## src/rtl/pid_pkg.sv

```systemverilog
package pid_pkg;
  parameter int RATE_W = 4;
  // largest divisor is 2^(2^RATE_W - 2), so the terminal count needs this many bits
  localparam int CNT_W = (1 << RATE_W) - 2;
  parameter int FLAG_W = 8;

  typedef struct packed {
    logic             restart;
    logic             run;
    logic [CNT_W-1:0] lastCount;
  } ctrlStrobes_t;
endpackage

```

## src/rtl/pid_ctrl.sv

```systemverilog
module pid_ctrl
  import pid_pkg::*;
#(
  parameter int RESET_RATE  = 6,
  parameter int ALIAS_LIMIT = 2,
  parameter int ALIAS_STEP  = 7
) (
  input  logic              clk,
  input  logic              rst,
  input  logic [RATE_W-1:0] rateCode,
  input  logic              rateWr,
  input  logic              irqEnable,
  input  logic              enableWr,
  output ctrlStrobes_t      strobes
);
  logic [RATE_W-1:0] rateShadow;
  logic              enableShadow;
  logic [RATE_W-1:0] effCode;
  logic [CNT_W:0]    divisor;

  always_ff @(posedge clk) begin
    if (rst) begin
      rateShadow   <= RATE_W'(RESET_RATE);
      enableShadow <= 1'b0;
    end else begin
      if (rateWr)   rateShadow   <= rateCode;
      if (enableWr) enableShadow <= irqEnable;
    end
  end

  // low nonzero codes alias upward before the power-of-two decode
  always_comb begin
    if (rateShadow != '0 && rateShadow <= RATE_W'(ALIAS_LIMIT))
      effCode = rateShadow + RATE_W'(ALIAS_STEP);
    else
      effCode = rateShadow;
    if (effCode == '0)
      divisor = '0;
    else
      divisor = (CNT_W + 1)'(1) << (effCode - RATE_W'(1));
  end

  always_comb begin
    strobes.restart   = rateWr | enableWr;
    strobes.run       = enableShadow & (rateShadow != '0);
    strobes.lastCount = CNT_W'(divisor - (CNT_W + 1)'(1));
  end

  AST_MIN_DIVISOR: assert property (@(posedge clk) disable iff (rst)
    strobes.run |-> strobes.lastCount >= CNT_W'(3)) else $error("min divisor");
  AST_ALIAS_DIVISOR: assert property (@(posedge clk) disable iff (rst)
    (strobes.run && rateShadow == RATE_W'(1)) |-> strobes.lastCount == CNT_W'(127)) else $error("alias");
endmodule

```

## src/rtl/pid_datapath.sv

```systemverilog
module pid_datapath
  import pid_pkg::*;
(
  input  logic         clk,
  input  logic         rst,
  input  logic         refTick,
  input  ctrlStrobes_t strobes,
  output logic         eventPulse
);
  logic [CNT_W-1:0] tickCount;
  logic             terminal;

  assign terminal = strobes.run & refTick & (tickCount == strobes.lastCount);

  always_ff @(posedge clk) begin
    if (rst) begin
      tickCount  <= '0;
      eventPulse <= 1'b0;
    end else if (strobes.restart) begin
      tickCount  <= '0;
      eventPulse <= 1'b0;
    end else begin
      eventPulse <= terminal;
      if (strobes.run && refTick)
        tickCount <= terminal ? '0 : tickCount + CNT_W'(1);
    end
  end

  AST_STOPPED_SILENT: assert property (@(posedge clk) disable iff (rst)
    !strobes.run |=> !eventPulse) else $error("stopped");
  AST_RESTART_QUIET: assert property (@(posedge clk) disable iff (rst)
    strobes.restart |=> !eventPulse) else $error("restart");
  AST_ONE_WIDE: assert property (@(posedge clk) disable iff (rst)
    eventPulse |=> !eventPulse) else $error("wide");
  AST_COUNT_BOUND: assert property (@(posedge clk) disable iff (rst)
    strobes.run |-> tickCount <= strobes.lastCount) else $error("bound");
  AST_NO_TICK_HOLD: assert property (@(posedge clk) disable iff (rst)
    (!refTick && !strobes.restart) |=> $stable(tickCount)) else $error("hold");
endmodule

```

## src/rtl/periodic_irq_divider.sv

```systemverilog
module periodic_irq_divider
  import pid_pkg::*;
#(
  parameter int               RESET_RATE = 6,
  parameter logic [FLAG_W-1:0] FLAG_MASK = 8'hC0
) (
  input  logic              clk,
  input  logic              rst,
  input  logic              refTick,
  input  logic [RATE_W-1:0] rateCode,
  input  logic              rateWr,
  input  logic              irqEnable,
  input  logic              enableWr,
  output logic              eventPulse,
  output logic [FLAG_W-1:0] flagSet
);
  ctrlStrobes_t strobes;

  pid_ctrl #(.RESET_RATE(RESET_RATE)) ctrl_i (
    .clk(clk), .rst(rst), .rateCode(rateCode), .rateWr(rateWr),
    .irqEnable(irqEnable), .enableWr(enableWr), .strobes(strobes)
  );

  pid_datapath dp_i (
    .clk(clk), .rst(rst), .refTick(refTick), .strobes(strobes),
    .eventPulse(eventPulse)
  );

  assign flagSet = eventPulse ? FLAG_MASK : '0;

  AST_FLAG_WITH_EVENT: assert property (@(posedge clk) disable iff (rst)
    (flagSet != '0) |-> (eventPulse && flagSet == FLAG_MASK)) else $error("flag");
endmodule

```

## config.mk

```make
export PLATFORM = sky130hd
export DESIGN_NAME = periodic_irq_divider
export DESIGN_NICKNAME = d
export VERILOG_FILES = /design/src/rtl/pid_pkg.sv /design/src/rtl/pid_ctrl.sv /design/src/rtl/pid_datapath.sv /design/src/rtl/periodic_irq_divider.sv
export SDC_FILE = /design/constraint.sdc
export NUM_CORES = 1
export LEC_CHECK = 0
export BUFFER_PORTS_ARGS = -buffer_cell sky130_fd_sc_hd__clkbuf_2
export CORE_AREA = 2 2 75 59
export DETAILED_ROUTE_END_ITERATION = 10
export DIE_AREA = 0 0 77 61
export PLACE_DENSITY = 0.72
export REMOVE_ABC_BUFFERS = 1
export SYNTH_ARGS = -nofsm -noshare
export SYNTH_HDL_FRONTEND = slang
export SYNTH_SLANG_ARGS = --single-unit
```

## constraint.sdc

```tcl
create_clock -name clk -period 4.13 [get_ports clk]
set_clock_uncertainty 0.05 [all_clocks]
set_input_delay 0.413 -clock clk [delete_from_list [all_inputs] [get_ports clk]]
set_output_delay 0.413 -clock clk [all_outputs]
set_load 0.01 [all_outputs]
```

==> run summary, run 1 <==
The floorplan step set the die width to 77 um. The placeable core region is 3950 um2. For the final routed database, the setup TNS stands at 0 ns. The minimum clock period after layout came out at 3.84 ns. The leakage power summed over all cells is 0.768 nW. Setup slack on the worst reg-to-reg path comes out at 0.29 ns.

The post-cts hold buffer count is 0. The required time at the endpoint of the critical path came out at 4.21 ns. At the pin with the least slew margin, the transition time is 0.734 ns. The number of max-cap violations is 0. The remaining global-route overflow came out at 0. The maximum resistive drop on vdd is 202 uV. The worst hold path stage count is 3. Once placement finished, the instance area stood at 2110 um2.

The number of I/O port buffers came out at 12. The starting density of the core came out at 52.7%. The yosys synthesis warning count is 0.

The die covers 4700 um2. Clock latency on the worst-skew pair, taken at its later pin, is 0.27 ns. TritonCTS built the clock tree. The share of the synthesized area in the top cell type is 19.2%. The die is 61 um tall.

In this run, synthesis inferred 0 flip-flops with an integrated enable. The highest net fanout along the worst path is 6. Yosys attributes the largest share of cell area to sky130_fd_sc_hd__dfxtp_1 19%, sky130_fd_sc_hd__nor3_2 4.8%, sky130_fd_sc_hd__xor2_1 4.6%.

The tightest hold path in the finished design has a slack of 0.308 ns. Dividing the detail-routed wire length by the instance count gives 16.6 um. The maximum achievable frequency is 0.260 GHz.

The tree is rooted in a sky130_fd_sc_hd__clkbuf_8. The DRC violation count after routing came out at 0. In this run the critical register-to-register path is captured at dp_i.tickCount[1]$_SDFFE_PP0P_. The ratio of routed vias to standard cells is 6.37. The number of rows in the core area is 20.

The first detailed-routing pass ran for 5 iterations. The library cell used most frequently in the layout, excluding fill and tap cells, is sky130_fd_sc_hd__dfxtp_1. The fraction of layout cells with a size suffix above 1 came out at 18.5%.

The number of synthesized register bits came out at 20. The pin count of the biggest net entering global routing is 25. The kind of critical path is register to register. The synthesized area divided by synthesized cell count is 7.78 um2. The post-layout instance area is 2160 um2. Synthesis handed over a netlist of 268 instances. Summed over all instances, the cell type with the most area after synthesis is sky130_fd_sc_hd__dfxtp_1. The relative slew slack is 51.1%. The post-route fraction of the period consumed by the critical path is 93.0%.

The number of design-rule violations left by the first detailed-router iteration came out at 226. The total met3 wirelength after detailed routing is 568 um. The I/O pin count came out at 19. The power per cell area is 234 nW/um2. The signal arrival time at the worst endpoint is 3.92 ns. The worst reg2reg path startpoint is ctrl_i.rateShadow[0]$_SDFFE_PP0P_. STA classifies the critical path startpoint as a register. Setup violations remaining at the end of the flow were counted as 0. Summing the sequential cell areas from Yosys gives 19.2% of the chip area. The layout overhead on the synthesized area is 3.78%. The total of cells resized after clock tree synthesis came out at 0. The weighted congestion reported at the end of routability-driven placement is 0.921.

The number of buffers on the longest clock path is 2. The count of H-tree levels built during CTS came out at 1. The number of nets in the layout is 280. The global-route wire length before repair is 8.78 mm.

The count of final max-slew check failures is 0. Setup repair after global routing left no endpoint under its margin. The wire length on met1 came out at 2.51 mm. The startpoint identified for the worst hold timing path is rateCode[2].

For this run, the leading register cell type out of synthesis is sky130_fd_sc_hd__dfxtp_1. The routed via count is 2,037. After clock tree synthesis, the clock-pin slew on the worst setup and hold paths is 0.08 ns. The total wirelength of the detailed-routed design is 5.30 mm. STA classifies the critical path endpoint as a register. The number of buffers added by the clock tree synthesis step came out at 3.

In this run the post-CTS setup repair buffer count came out at 0. The flow ran to the end, and the final reports show no timing, DRC or antenna violations. The number of endpoints with negative hold slack in the final report was 0.

The wire length on met2 came out at 2.17 mm. The distinct cell type count of the synthesized netlist came out at 65. The number of clock sinks is 20.

The worst hold endpoint is ctrl_i.rateShadow[2]$_SDFFE_PP1P_. For the worst flop-to-flop path, the logic depth is 12. The share of async-settable or async-resettable flops after synthesis came out at 0%. The initial antenna violation count is 0. The via count of the first global-routing pass is 1,695.

The number of nets still failing antenna checks after routing is 0. The netlist area before placement came out at 2080 um2. The worst hold path belongs to the class input pin to register.

In the layout the commonest cells are 20 x sky130_fd_sc_hd__dfxtp_1, 16 x sky130_fd_sc_hd__nor2_1, 15 x sky130_fd_sc_hd__nand2_1. The uppermost layer routed is met4. The overall global routing resource usage came out at 23.6%. After legalization and detailed placement, the total HPWL measured 4.03 mm. The number of antenna diodes is 0.
[registers in the layout, summed over array words and instances, names as in the netlist]
signal               cells
dp_i.eventPulse          1
ctrl_i.enableShadow      1
dp_i.tickCount          14
ctrl_i.rateShadow        4
[final cells by class]
type / count / area, um2
Fill cell: 391 / 1790
Multi-Input combinational cell: 215 / 1500
Sequential cell: 20 / 400
Timing Repair Buffer: 19 / 113
Tap cell: 55 / 68.8
Clock buffer: 4 / 55.1
Inverter: 7 / 26.3
[through the flow]
stage	power, mW	utilization [%]	cells	setup slack, ns
2_1_floorplan	0.309	-	242	0.0886
3_3_place_gp	0.349	53.3	316	0.483
3_5_place_dp	0.349	53.3	316	0.340
4_1_cts	0.507	54.7	320	0.325
5_1_grt	0.530	54.7	320	0.0917
6_report	0.507	54.7	320	0.288
[logic make-up after synthesis]
kind of cell	synth area share, %
simple gates	35.8
compound gates	22.2
buf+inv	9.72
flops	19.2
xor+xnor	7.14
mux	3.36
fa+ha+maj	2.40
other cells	0.180
[worst max-delay path, stage by stage (launching register included)]
cell	delay [ns]
sky130_fd_sc_hd__dfxtp_1	0.33
sky130_fd_sc_hd__inv_1	0.10
sky130_fd_sc_hd__ha_1	0.40
sky130_fd_sc_hd__or3b_2	0.46
sky130_fd_sc_hd__a211o_1	0.34
sky130_fd_sc_hd__ha_1	0.32
sky130_fd_sc_hd__xnor2_1	0.14
sky130_fd_sc_hd__or4_1	0.39
sky130_fd_sc_hd__or4b_1	0.51
sky130_fd_sc_hd__a211oi_1	0.22
sky130_fd_sc_hd__nand4_1	0.19
sky130_fd_sc_hd__o21ai_1	0.18
sky130_fd_sc_hd__a21oi_1	0.08
[report_power, final]
part	switching [mW]	leakage, nW	internal, mW
registers	0.00349	0.162	0.196
clock network	0.0727	0.0288	0.0851
logic	0.0943	0.577	0.0558
total	0.170	0.768	0.337
[worst max path at each step]
stage / start / endpoint / cells after the start
4_1_cts: ctrl_i.rateShadow[0]$_SDFFE_PP0P_ / dp_i.tickCount[1]$_SDFFE_PP0P_ / 12
2_1_floorplan: ctrl_i.rateShadow[0]$_SDFFE_PP0P_ / dp_i.tickCount[0]$_SDFFE_PP0P_ / 12
6_report: ctrl_i.rateShadow[0]$_SDFFE_PP0P_ / dp_i.tickCount[1]$_SDFFE_PP0P_ / 12
3_5_place_dp: ctrl_i.rateShadow[0]$_SDFFE_PP0P_ / dp_i.tickCount[1]$_SDFFE_PP0P_ / 12
3_3_place_gp: ctrl_i.rateShadow[0]$_SDFFE_PP0P_ / dp_i.tickCount[1]$_SDFFE_PP0P_ / 12
5_1_grt: ctrl_i.rateShadow[0]$_SDFFE_PP0P_ / dp_i.tickCount[9]$_SDFFE_PP0P_ / 12
[Yosys cell counts, types with 4 or more instances]
cell / instances
sky130_fd_sc_hd__xor2_1: 11
sky130_fd_sc_hd__mux2i_1: 7
sky130_fd_sc_hd__inv_1: 7
sky130_fd_sc_hd__buf_4: 8
sky130_fd_sc_hd__nor4_1: 4
sky130_fd_sc_hd__nor3_1: 13
sky130_fd_sc_hd__and3_1: 4
sky130_fd_sc_hd__xnor2_1: 6
sky130_fd_sc_hd__nor2_1: 16
sky130_fd_sc_hd__dfxtp_1: 20
sky130_fd_sc_hd__a211oi_1: 5
sky130_fd_sc_hd__ha_1: 4
sky130_fd_sc_hd__buf_2: 5
sky130_fd_sc_hd__o211ai_1: 7
sky130_fd_sc_hd__or3_1: 7
sky130_fd_sc_hd__nor3_2: 10
sky130_fd_sc_hd__nand3_1: 8
sky130_fd_sc_hd__nand4_1: 10
sky130_fd_sc_hd__clkbuf_1: 13
sky130_fd_sc_hd__a21oi_1: 7
sky130_fd_sc_hd__o21ai_0: 10
sky130_fd_sc_hd__a31oi_1: 4
sky130_fd_sc_hd__nand2_1: 15
sky130_fd_sc_hd__nand2b_1: 4
[routing by layer]
metal / vias to the layer above / track usage, %
met5: - / 0
met4: 0 / 4.59
met3: 7 / 5.51
met2: 118 / 34.3
met1: 919 / 35.8
li1: 993 / -
Note: power is estimated with default switching activity, not from simulation.
==> run 2: changes to the inputs <==
--- a/config.mk
+++ b/config.mk
@@ -8,6 +8,6 @@
 export BUFFER_PORTS_ARGS = -buffer_cell sky130_fd_sc_hd__clkbuf_2
-export CORE_AREA = 2 2 75 59
+export CORE_AREA = 2 2 65 52
 export DETAILED_ROUTE_END_ITERATION = 10
-export DIE_AREA = 0 0 77 61
-export PLACE_DENSITY = 0.72
+export DIE_AREA = 0 0 67 54
+export PLACE_DENSITY = 0.74
 export REMOVE_ABC_BUFFERS = 1
@@ -15,2 +15,3 @@
 export SYNTH_HDL_FRONTEND = slang
+export SYNTH_HIERARCHICAL = 1
 export SYNTH_SLANG_ARGS = --single-unit
==> constraint.sdc (replaced) <==
create_clock -name clk -period 4.2 [get_ports clk]
set_clock_uncertainty 0.05 [all_clocks]
set_input_delay 0.84 -clock clk [delete_from_list [all_inputs] [get_ports clk]]
set_output_delay 0.84 -clock clk [all_outputs]
set_load 0.01 [all_outputs]
==> run 2 against run 1 <==
Compared with the run above:
- maximum frequency increased by 0.83%
- critical path depth increased by 2
- flip-flop and latch count stayed put
- non-clock buffer count shrank 5
- critical path type unchanged
- largest power group unchanged
- highest routed layer unchanged
==> run summary, run 2 <==
The post-route fraction of the period consumed by the critical path is 90.7%. In this run the critical register-to-register path is captured at dp_i/eventPulse$_SDFF_PP0_. The number of I/O port buffers is 12. The slack of the critical path is 0.390 ns. The number of synthesized register bits came out at 20.

The minimum clock period after layout is 3.81 ns. The slowest stage of the critical path belongs to the cell sky130_fd_sc_hd__or3_1. The proportion of synthesized chip area in sequential cells came out at 25.5%. The netlist area before placement came out at 1570 um2. Sorting the synthesized cells by area gives the leading types as sky130_fd_sc_hd__dfxtp_1 26%, sky130_fd_sc_hd__xnor2_1 13%, sky130_fd_sc_hd__buf_4 4.3%. The worst hold path stage count is 2. Data arrives at the worst endpoint at 3.97 ns. Once the clock tree was built, the resizer swapped 0 gates to a different size.

The share of the synthesized area in the top cell type came out at 25.5%. The maximum resistive drop on vdd came out at 174 uV. The share of async-settable or async-resettable flops after synthesis came out at 0%. The count of final max-slew check failures came out at 0. The leakage power summed over all cells came out at 0.564 nW. Across every metal layer, demand over resource in global routing totals 19.7%.

Across all layers, the routed design uses 1,367 vias. The post-CTS repair timing setup buffer count came out at 0. The min-delay analysis places its worst path in the category register to register. The flow ran to the end, and the final reports show no timing, DRC or antenna violations. OpenSTA, run right after detailed placement, puts the worst setup slack at 0.410 ns. The sum of net half-perimeters after detailed placement is 2.46 mm.

The ratio of routed vias to standard cells came out at 5.67. The height of the die is 54 um. STA classifies the critical path startpoint as a register. By instance count, the cell type seen most on the critical path is sky130_fd_sc_hd__ha_1. The first detailed-routing pass ran for 6 iterations. The synthesized area divided by synthesized cell count came out at 8.09 um2. In the synthesized netlist the dominant register cell turns out to be sky130_fd_sc_hd__dfxtp_1. The maximum achievable frequency came out at 0.262 GHz. The relative slew slack is 63.3%.

The placeable core region is 3060 um2. For this design the ratio of total power to cell area is 297 nW/um2. Tracing the worst setup path back leads to its startpoint at ctrl_i/rateShadow[1]$_SDFFE_PP1P_. The register with the most flip-flops in the layout has 14 of them. The number of endpoints with negative hold slack in the final report came to 0.

The fraction of layout cells with a size suffix above 1 is 17.9%. After synthesis, the most frequently instantiated cells are 24 x sky130_fd_sc_hd__xnor2_1, 20 x sky130_fd_sc_hd__dfxtp_1, 13 x sky130_fd_sc_hd__nand3_1, 13 x sky130_fd_sc_hd__nor3_1, 11 x sky130_fd_sc_hd__nand2_1. The number of max-cap violations came out at 0. The longest clock path from root to sink contains 2 buffers. For this run, the post-layout net count is 216.

The layout overhead on the synthesized area came out at 8.05%. The worst register-to-register path begins at ctrl_i/rateShadow[1]$_SDFFE_PP1P_. The Yosys step of the flow raised 6 warnings. The required time at the endpoint of the critical path is 4.36 ns.

After clock tree synthesis, the clock-pin slew on the worst setup and hold paths is 0.08 ns. The number of synthesized flops with an enable pin came out at 0. The total die area came out at 3620 um2. The insertion delay to the later sink of the worst-skew pair is 0.26 ns. The via count of the first global-routing pass came to 1,150. The routed length per instance came out at 13.7 um. The starting density of the core is 51.2%. The number of design-rule violations left by the first detailed-router iteration is 88. The I/O pin count is 19. The weighted congestion reported at the end of routability-driven placement came out at 0.912.

In this run the most critical hold path is launched from ctrl_i/enableShadow$_SDFFE_PP0P_. The root buffer cell chosen for the clock tree is sky130_fd_sc_hd__clkbuf_8. For this run, the number of standard cells in the final layout without fillers is 241. The flop-to-flop setup slack came out at 0.39 ns. The initial antenna violation count came out at 0.

The distinct cell type count of the synthesized netlist came out at 44. The gate count of the mapped netlist came out at 194. The leading cell type in the layout, fill and taps excluded is sky130_fd_sc_hd__xnor2_1. The number of antenna diodes came out at 0. The worst hold slack came out at 0.448 ns. The length in cells of the worst reg-to-reg path is 14. The core occupancy in the finished layout is 55.4%. The highest net fanout along the worst path is 13. For hold timing, the worst endpoint is ctrl_i/enableShadow$_SDFFE_PP0P_. In the layout the commonest cells are 24 x sky130_fd_sc_hd__xnor2_1, 19 x sky130_fd_sc_hd__dfxtp_1, 13 x sky130_fd_sc_hd__nor3_1, 13 x sky130_fd_sc_hd__nand3_1, 12 x sky130_fd_sc_hd__clkbuf_2. The largest total area in the synthesized netlist belongs to sky130_fd_sc_hd__dfxtp_1.

The total overflow left after global routing is 0. The measured slew at the worst slew-check pin is 0.549 ns. The number of buffers added by the clock tree synthesis step came out at 3. Counting tap cells, the placed design contains a total of 237 instances.

The global-route wire length before repair is 5.45 mm. The DRC violation count after routing came out at 0. Entering global routing, the biggest net connects 16 pins. The count of H-tree levels built during CTS is 1. The register with the most flip-flops in the final layout is dp_i/tickCount.

After detailed routing, the total wire length is 3.31 mm. The critical path goes through inv_1 -> ha_1 -> or3_4 -> nor3_4 -> o21bai_1 -> or2_2 -> ha_1 -> or3_1 -> o221ai_1 -> xnor2_1 -> nand3_1 -> nor4_2 -> buf_4 -> and2_1. TritonCTS built the clock tree. Row generation in the floorplan step produced 18 rows.

The number of clock sinks came out at 20. By instance count, the leading cell after synthesis is sky130_fd_sc_hd__xnor2_1. The highest cell delay on the worst timing path is 0.40 ns.

The worst setup path is captured at a register. In the final layout, the registers with the most flip-flops are dp_i/tickCount x14, ctrl_i/rateShadow x4. The critical path is of the register to register type. The width of the die came out at 67 um. Setup repair after global routing left no endpoint under its margin. The number of setup violations in the final report is 0. The post-cts hold buffer count is 0.

The number of nets still failing antenna checks after routing is 0.
run 2: logic make-up after synthesis:
logic type / share of synthesized area (%)
AO/OA/AOI/OAI: 12.6
other: 0.239
flip-flops: 25.5
AND/OR/NAND/NOR: 31.6
multiplexers: 3.27
buffers and inverters: 9.09
adder cells (fa/ha/maj): 3.19
XOR/XNOR: 14.5
run 2: how the worst max path moves through the flow:
stage,to,slack (ns),depth (start not counted)
6_report,dp_i/eventPulse$_SDFF_PP0_,0.39,14
3_3_place_gp,dp_i/eventPulse$_SDFF_PP0_,0.47,14
5_1_grt,dp_i/eventPulse$_SDFF_PP0_,0.05,14
3_5_place_dp,dp_i/tickCount[10]$_SDFFE_PP0P_,0.41,14
4_1_cts,dp_i/eventPulse$_SDFF_PP0_,0.36,14
2_1_floorplan,dp_i/eventPulse$_SDFF_PP0_,-0.10,13
run 2: through the flow:
step	setup TNS [ns]	instance area [um2]	power [mW]
finish	0	1700	0.504
global route	0	1700	0.526
CTS	0	1680	0.503
detailed placement	0	1610	0.309
global placement	0	1610	0.309
floorplan	-0.880	1480	0.284
run 2: critical path: cells and delay by family (launching register included):
family | cells | cell delay, ns
AOI/OAI and AO/OA | 2 | 0.42
buffers and inverters | 2 | 0.33
and+or+nand+nor | 7 | 1.81
DFF | 1 | 0.39
adders and majority gates | 2 | 0.55
xor gates and xnor gates | 1 | 0.19
run 2: layout make-up:
cell class	count	area, um2
sequential	20	402
inverter	9	33.8
clock inverter	1	30.0
multi-input combinational	154	1060
timing repair buffer	14	75.1
fill	296	1370
tap	40	50.0
clock buffer	3	41.3
run 2: per-layer routing:
metal | vias to the layer above | share of wire (%) | GRT usage (%)
met5 | - | 0 | 0
met4 | 0 | 0.12 | 3.74
met3 | 2 | 6.6 | 4.39
met2 | 58 | 41 | 26.9
met1 | 606 | 52 | 30.9
li1 | 701 | - | -
run 2: power breakdown:
group	internal (mW)	switching [mW]
clock	0.127	0.0673
sequential	0.193	0.00654
combinational	0.0448	0.0654
total	0.365	0.139
